$ cat src/rtl/fpr_pkg.sv
package fpr_pkg;
  // Width codes carried on every access specifier.
  typedef enum logic [1:0] {
    FW_SGL = 2'b00,
    FW_DBL = 2'b01,
    FW_QUD = 2'b10,
    FW_BAD = 2'b11
  } fw_e;

  // Number of word lanes in the widest access; also the bank count.
  localparam int LANES = 4;
endpackage

$ cat src/rtl/fpr_align.sv
// Decodes a register number and width code into a per-bank hit mask,
// the data lane each bank maps to, and an alignment/width error.
module fpr_align #(
  parameter int IW = 5
) (
  input  logic [IW-1:0]                  idx,
  input  logic [1:0]                     wid,
  output logic                           bad,
  output logic [fpr_pkg::LANES-1:0]      hit,
  output logic [fpr_pkg::LANES-1:0][1:0] lane
);
  import fpr_pkg::*;

  always_comb begin
    unique case (wid)
      FW_SGL:  bad = 1'b0;
      FW_DBL:  bad = idx[0];
      FW_QUD:  bad = |idx[1:0];
      default: bad = 1'b1;
    endcase
  end

  for (genvar b = 0; b < LANES; b++) begin : g_bank
    localparam logic [1:0] BI = 2'(b);
    always_comb begin
      unique case (wid)
        FW_SGL: begin
          hit[b]  = (idx[1:0] == BI);
          lane[b] = 2'd0;
        end
        FW_DBL: begin
          hit[b]  = (idx[1] == BI[1]);
          lane[b] = {1'b0, ~BI[0]};
        end
        FW_QUD: begin
          hit[b]  = 1'b1;
          lane[b] = 2'd3 - BI;
        end
        default: begin
          hit[b]  = 1'b0;
          lane[b] = 2'd0;
        end
      endcase
    end
  end
endmodule

$ cat src/rtl/fpr_bank.sv
// One storage bank: holds every register whose number has the bank's
// value in its two low bits. Two write ports (B wins on a collision),
// three combinational read ports.
module fpr_bank #(
  parameter int ROWS   = 8,
  parameter int WORD_W = 32,
  parameter int NRD    = 3,
  localparam int RW    = $clog2(ROWS)
) (
  input  logic                       clk,
  input  logic                       rst,
  input  logic                       wa_en,
  input  logic [RW-1:0]              wa_row,
  input  logic [WORD_W-1:0]          wa_din,
  input  logic                       wb_en,
  input  logic [RW-1:0]              wb_row,
  input  logic [WORD_W-1:0]          wb_din,
  input  logic [NRD-1:0][RW-1:0]     rrow,
  output logic [NRD-1:0][WORD_W-1:0] rq
);
  logic [WORD_W-1:0] mem [ROWS];

  always_ff @(posedge clk) begin
    if (rst) begin
      for (int r = 0; r < ROWS; r++) mem[r] <= '0;
    end else begin
      if (wa_en) mem[wa_row] <= wa_din;
      if (wb_en) mem[wb_row] <= wb_din;
    end
  end

  always_comb begin
    for (int p = 0; p < NRD; p++) rq[p] = mem[rrow[p]];
  end

  // a load colliding with a wide write on one row keeps the load.
  assert_load_wins_R11: assert property (@(posedge clk) disable iff (rst)
    (wa_en && wb_en && wa_row == wb_row) |=> mem[$past(wb_row)] == $past(wb_din));
endmodule

$ cat src/rtl/fpr_rdport.sv
// One read port: gathers the bank words of the addressed row into the
// lane layout for the requested width and registers the result.
module fpr_rdport #(
  parameter int IW     = 5,
  parameter int WORD_W = 32,
  localparam int DW    = fpr_pkg::LANES * WORD_W
) (
  input  logic                                  clk,
  input  logic                                  rst,
  input  logic [IW-1:0]                         idx,
  input  logic [1:0]                            wid,
  input  logic [fpr_pkg::LANES-1:0][WORD_W-1:0] words,
  output logic [DW-1:0]                         data_q,
  output logic                                  err_q
);
  import fpr_pkg::*;

  logic                   bad;
  logic [LANES-1:0]       hit;
  logic [LANES-1:0][1:0]  lane;
  logic [DW-1:0]          nxt;

  fpr_align #(.IW(IW)) u_al (
    .idx (idx),
    .wid (wid),
    .bad (bad),
    .hit (hit),
    .lane(lane)
  );

  always_comb begin
    nxt = '0;
    if (!bad) begin
      for (int b = 0; b < LANES; b++) begin
        if (hit[b]) nxt[int'(lane[b])*WORD_W +: WORD_W] = words[b];
      end
    end
  end

  always_ff @(posedge clk) begin
    if (rst) begin
      data_q <= '0;
      err_q  <= 1'b0;
    end else begin
      data_q <= nxt;
      err_q  <= bad;
    end
  end

  // the spare width code is always refused.
  assert_bad_code_R5: assert property (@(posedge clk) disable iff (rst)
    (wid == FW_BAD) |=> (err_q && data_q == '0));

  // odd pair or unaligned quad is refused with zero data.
  assert_misalign_R6: assert property (@(posedge clk) disable iff (rst)
    ((wid == FW_DBL && idx[0]) || (wid == FW_QUD && idx[1:0] != 2'b00))
      |=> (err_q && data_q == '0));

  // a single-word read leaves the upper lanes clear.
  assert_single_upper_R2: assert property (@(posedge clk) disable iff (rst)
    (wid == FW_SGL) |=> (!err_q && data_q[DW-1:WORD_W] == '0));

  // a pair read leaves the upper half clear.
  assert_pair_upper_R3: assert property (@(posedge clk) disable iff (rst)
    (wid == FW_DBL) |=> (data_q[DW-1:2*WORD_W] == '0));
endmodule

$ cat src/rtl/fpreg_file.sv
// Thirty-two word floating-point register file with single, pair and
// quad views, two read ports, one write port and a load/store port.
module fpreg_file #(
  parameter int NREG   = 32,
  parameter int WORD_W = 32,
  localparam int IW    = $clog2(NREG),
  localparam int NB    = fpr_pkg::LANES,
  localparam int ROWS  = NREG / NB,
  localparam int RW    = $clog2(ROWS),
  localparam int DW    = NB * WORD_W
) (
  input  logic              clk,
  input  logic              rst,
  input  logic [IW-1:0]     ra_idx,
  input  logic [1:0]        ra_wid,
  output logic [DW-1:0]     ra_data,
  output logic              ra_err,
  input  logic [IW-1:0]     rb_idx,
  input  logic [1:0]        rb_wid,
  output logic [DW-1:0]     rb_data,
  output logic              rb_err,
  input  logic              wr_en,
  input  logic [IW-1:0]     wr_idx,
  input  logic [1:0]        wr_wid,
  input  logic [DW-1:0]     wr_data,
  output logic              wr_err,
  input  logic              ld_en,
  input  logic [IW-1:0]     ld_idx,
  input  logic [WORD_W-1:0] ld_word,
  input  logic              st_en,
  input  logic [IW-1:0]     st_idx,
  output logic [WORD_W-1:0] st_word
);
  import fpr_pkg::*;

  logic                   w_bad;
  logic [NB-1:0]          w_hit;
  logic [NB-1:0][1:0]     w_lane;
  logic [NB-1:0]          we_vec;
  logic [NB-1:0][WORD_W-1:0] ra_words, rb_words, st_words;

  fpr_align #(.IW(IW)) u_wal (
    .idx (wr_idx),
    .wid (wr_wid),
    .bad (w_bad),
    .hit (w_hit),
    .lane(w_lane)
  );

  for (genvar b = 0; b < NB; b++) begin : g_bank
    localparam logic [1:0] BI = 2'(b);
    logic [2:0][RW-1:0]     rrow;
    logic [2:0][WORD_W-1:0] rq;
    logic [WORD_W-1:0]      din_a;

    assign we_vec[b] = wr_en && !w_bad && w_hit[b];
    assign din_a     = wr_data[int'(w_lane[b])*WORD_W +: WORD_W];
    assign rrow      = {st_idx[IW-1:2], rb_idx[IW-1:2], ra_idx[IW-1:2]};

    fpr_bank #(.ROWS(ROWS), .WORD_W(WORD_W), .NRD(3)) u_bank (
      .clk   (clk),
      .rst   (rst),
      .wa_en (we_vec[b]),
      .wa_row(wr_idx[IW-1:2]),
      .wa_din(din_a),
      .wb_en (ld_en && ld_idx[1:0] == BI),
      .wb_row(ld_idx[IW-1:2]),
      .wb_din(ld_word),
      .rrow  (rrow),
      .rq    (rq)
    );

    assign ra_words[b] = rq[0];
    assign rb_words[b] = rq[1];
    assign st_words[b] = rq[2];
  end

  fpr_rdport #(.IW(IW), .WORD_W(WORD_W)) u_rda (
    .clk(clk), .rst(rst), .idx(ra_idx), .wid(ra_wid),
    .words(ra_words), .data_q(ra_data), .err_q(ra_err)
  );

  fpr_rdport #(.IW(IW), .WORD_W(WORD_W)) u_rdb (
    .clk(clk), .rst(rst), .idx(rb_idx), .wid(rb_wid),
    .words(rb_words), .data_q(rb_data), .err_q(rb_err)
  );

  always_ff @(posedge clk) begin
    if (rst) begin
      wr_err  <= 1'b0;
      st_word <= '0;
    end else begin
      wr_err <= wr_en && w_bad;
      if (st_en) st_word <= st_words[st_idx[1:0]];
    end
  end

  // a refused write enables no bank.
  assert_bad_write_inert_R7: assert property (@(posedge clk) disable iff (rst)
    (wr_en && (wr_wid == FW_BAD || (wr_wid == FW_DBL && wr_idx[0]) ||
               (wr_wid == FW_QUD && wr_idx[1:0] != 2'b00))) |-> (we_vec == '0));

  // a legal quad write reaches all banks in the same edge.
  assert_quad_all_banks_R8: assert property (@(posedge clk) disable iff (rst)
    (wr_en && wr_wid == FW_QUD && wr_idx[1:0] == 2'b00) |-> (&we_vec));

  // a legal pair write enables exactly two banks.
  assert_pair_two_banks_R8: assert property (@(posedge clk) disable iff (rst)
    (wr_en && wr_wid == FW_DBL && !wr_idx[0]) |-> ($countones(we_vec) == 2));
endmodule

$ cat config.mk
export PLATFORM = sky130hd
export DESIGN_NAME = fpreg_file
export DESIGN_NICKNAME = d
export VERILOG_FILES = /design/src/rtl/fpr_pkg.sv /design/src/rtl/fpr_align.sv /design/src/rtl/fpr_bank.sv /design/src/rtl/fpr_rdport.sv /design/src/rtl/fpreg_file.sv
export SDC_FILE = /design/constraint.sdc
export NUM_CORES = 2
export LEC_CHECK = 0
export BUFFER_PORTS_ARGS = -buffer_cell sky130_fd_sc_hd__clkbuf_2
export CAP_MARGIN = 20
export CORE_MARGIN = 2
export CORE_UTILIZATION = 48
export DETAILED_ROUTE_END_ITERATION = 8
export PLACE_DENSITY = 0.68
export SLEW_MARGIN = 20
export SYNTH_ARGS = -nofsm -noshare
export SYNTH_HDL_FRONTEND = slang
export SYNTH_SLANG_ARGS = --single-unit
$ cat constraint.sdc
create_clock -name clk -period 2.95 [get_ports clk]
set_input_delay 0.295 -clock clk [delete_from_list [all_inputs] [get_ports clk]]
set_output_delay 0.295 -clock clk [all_outputs]
set_load 0.02 [all_outputs]
==> flow_summary.toml <==
[outcome]
outcome = "finished, final reports clean"

[logic_synthesis]
yosysUniqueCellTypes = 57
yosysWarnings = 0
synth-async-reset-ratio_pct = 0
syn_area_mm2 = 0.0775
synth_ff_type = "edfxtp_1"
syn_inst = 6485
syn-num-nets = 6696
synth-seq-cells = 1315
postSynthAreaPerCell_um2 = 12.0
seq_area_frac_synth_pct = 47.2
synth_edf_count = 1024

[setup_path]
cp_slowest_cell = "mux4_2"
reg2reg_from = "g_bank[0].u_bank.mem[7][0]"
timing.rr.end = "u_rdb.data_q[32]"
cp.required_ns = 3.56
path_cells = "mux4_2 > mux2i_1 > buf_4 > nor4_1 > o21a_1"
cp-start-kind = "flop"
path_class = "reg -> reg"
reg2reg_depth = 5
max_stage_delay_ns = 0.49
crit_fanout = 3
arrival_ns = 2.89
critPathTopFamily = "multiplexers"
rrSetupSlack_ns = 0.67
crit_buf_inv = 1
critical_path.endpoint_type = "flop"

[global_routing]
grt_pass1_wl_um = 505000
gr-total-overflow = 0
antenna_found_initial = 32
grt_busiest_layer = "met2"
grt_max_degree = 65
grt_pass1_vias = 64200
met1_usage_pct = 52.7
grtUsageTotal_pct = 44.2
grt_use_met3_pct = 15.1
grt_util_met2_pct = 63.8

[pwr]
peakVddDrop_v = 0.000635
p_int_mw = 35.5
leakagePower_nw = 34.3
swShare_pct = 30.4
p_clk_share_pct = 38.0
power_density_mw_per_mm2 = 554
power_mw = 51.0
pwr-share-seq_pct = 42.7
power_frac_comb_pct = 19.2
p_sw_mw = 15.5

[clock_network]
htreeDepth = 4
clock_latency_ns = 0.83
cts_buffers = 150
clockBufferDepth = 3
clk_pin_slew_ns = 0.06
ctsRootBufferMaster = "clkbuf_16"
post_cts_resized = 0
cts_sinks = 1315
cts_tree = "built"

[worst_hold_path]
holdPathStages = 4
worstHoldEndpoint = "g_bank[2].u_bank.mem[1][13]"
hold_path_class = "in -> reg"
worstHoldStart = "wr_data[45]"

[floorplanning]
fp.dieArea_mm2 = 0.165
pin_count = 487
coreArea_mm2 = 0.161
die_h_um = 406
fp.dieW_um = 406
start_util_pct = 48.3
rows = 147

[timing]
fin_crit_ns = 2.28
hold_violations = 0
max_freq_ghz = 0.438
finalCritPeriodShare_pct = 77.4
relSlewSlack_pct = 25.9
worst_pin_slew_ns = 1.11
finalSetupViolCount = 0
setup_tns_ns = 0
slew_violations = 0
fin_worst_skew_ns = 0.0273
grt_setup_unrepaired = "no"

[detailed_routing]
firstDrtPassIters = 7
drt_iter0_drc = 11700
wl_per_cell_um = 39.3
avgViaCountPerCell = 7.24
wl_um = 370000
drc = 0
ant_nets = 0
vias = 68100

[finish]
final_cell_mix = "1024 x edfxtp_1, 873 x mux2i_1, 837 x nand2_1"
post-route-util_pct = 57.3
drive_above_1_share_pct = 28.5
final_common_cell = "edfxtp_1"
syn2layout_area_growth_pct = 18.7
nNetsFinal = 7315

[place]
port_buffers = 486
gp_congestion = 1.08
dp_hpwl_um = 256000

[run]
cap_violations = 0
## synthesized netlist by cell type, drive strengths merged (25+ instances only)
library cell / n / share of area [%]
a22oi: 256 / 2.5
nor2: 290 / 1.4
mux2i: 873 / 11
nand2: 837 / 4.1
or4: 35 / 0.34
o2111a: 66 / 0.96
edfxtp: 1024 / 40
a211o: 25 / 0.28
a21oi: 140 / 0.90
o21a: 66 / 0.64
o21ai: 703 / 4.5
mux4: 512 / 15
o22ai: 64 / 0.52
a22o: 328 / 3.7
buf: 271 / 1.9
dfxtp: 291 / 7.5
a211oi: 34 / 0.54
clkbuf: 444 / 2.2
nor4: 64 / 0.52
## cell type report
type | count | area (µm²)
Antenna cell | 22 | 55.1
Clock buffer | 200 | 4150
Clock inverter | 78 | 908
Fill cell | 13100 | 68500
Inverter | 16 | 60.1
Multi-Input combinational cell | 4439 | 38100
Sequential cell | 1315 | 36600
Tap cell | 2160 | 2700
Timing Repair Buffer | 1182 | 9520
## metal layers
| metal | vias up | wire length (µm) |
|---|---|---|
| met5 | - | 112 |
| met4 | 18 | 40600 |
| met3 | 1658 | 55200 |
| met2 | 6778 | 155000 |
| met1 | 33100 | 119000 |
| li1 | 26600 | - |
## power groups by stage
| stage | combinational (mW) | clock (mW) | sequential (mW) |
|---|---|---|---|
| floorplan | 4.65 | 0 | 22.0 |
| global placement | 9.20 | 0 | 22.0 |
| detailed placement | 9.28 | 0 | 22.1 |
| CTS | 9.33 | 19.3 | 21.7 |
| global route | 9.83 | 20.0 | 21.9 |
| finish | 9.82 | 19.4 | 21.8 |
## logic make-up (layout without fill, tap and decap cells)
family                     Yosys count  after routing  synth area share, %
DFF                               1315           1315                 47.2
adders and majority gates           15             15                0.242
and+or+nand+nor                   1316           1316                 7.21
muxes                             1408           1408                 26.5
other                                0             22                    0
buffers and inverters              731           1476                 4.15
AOI/OAI and AO/OA                 1700           1700                 14.8
## how the worst max path moves through the flow
| stage | start | endpoint | slack, ns | cells past startpoint |
|---|---|---|---|---|
| floorplan | wr_wid[0] | g_bank[3].u_bank.mem[4][0] | 0.07 | 9 |
| global placement | rb_wid[0] | u_rdb.data_q[26] | 0.14 | 8 |
| detailed placement | wr_wid[1] | g_bank[0].u_bank.mem[7][2] | 0.09 | 9 |
| CTS | g_bank[0].u_bank.mem[4][11] | u_rdb.data_q[43] | 0.71 | 6 |
| global route | g_bank[0].u_bank.mem[4][11] | u_rdb.data_q[43] | 0.63 | 6 |
| finish | g_bank[0].u_bank.mem[7][0] | u_rdb.data_q[32] | 0.67 | 5 |
## flip-flops by register name, summed over array words and instances, names as in the netlist
| signal | flops |
|---|---|
| g_bank.u_bank.mem | 1024 |
| st_word | 32 |
| u_rda.data_q | 128 |
| u_rda.err_q | 1 |
| u_rdb.data_q | 128 |
| u_rdb.err_q | 1 |
| wr_err | 1 |
## metrics by stage
step	hold WS [ns]	std cells	area [µm²]	setup WS [ns]
finish	0.0266	9412	92000	0.666
global route	0.0155	9398	92000	0.630
CTS	0.00412	9390	92000	0.709
detailed placement	0.511	9103	86800	0.0934
global placement	0.502	9101	86800	0.136
floorplan	0.504	6485	77500	0.0724
## worst register-to-register path, cell delays in order, from the launching register on
cell      delay [ns]
edfxtp_1        0.43
mux4_2          0.49
mux2i_1         0.44
buf_4           0.25
nor4_1          0.06
o21a_1          0.39
## what timing repair did
action	4_1_cts	5_1_grt
setup buffers	0	0
setup endpoints to repair	0	0
hold buffers	9	0
hold endpoints to repair	54	0
(Power assumes the default switching activity.)
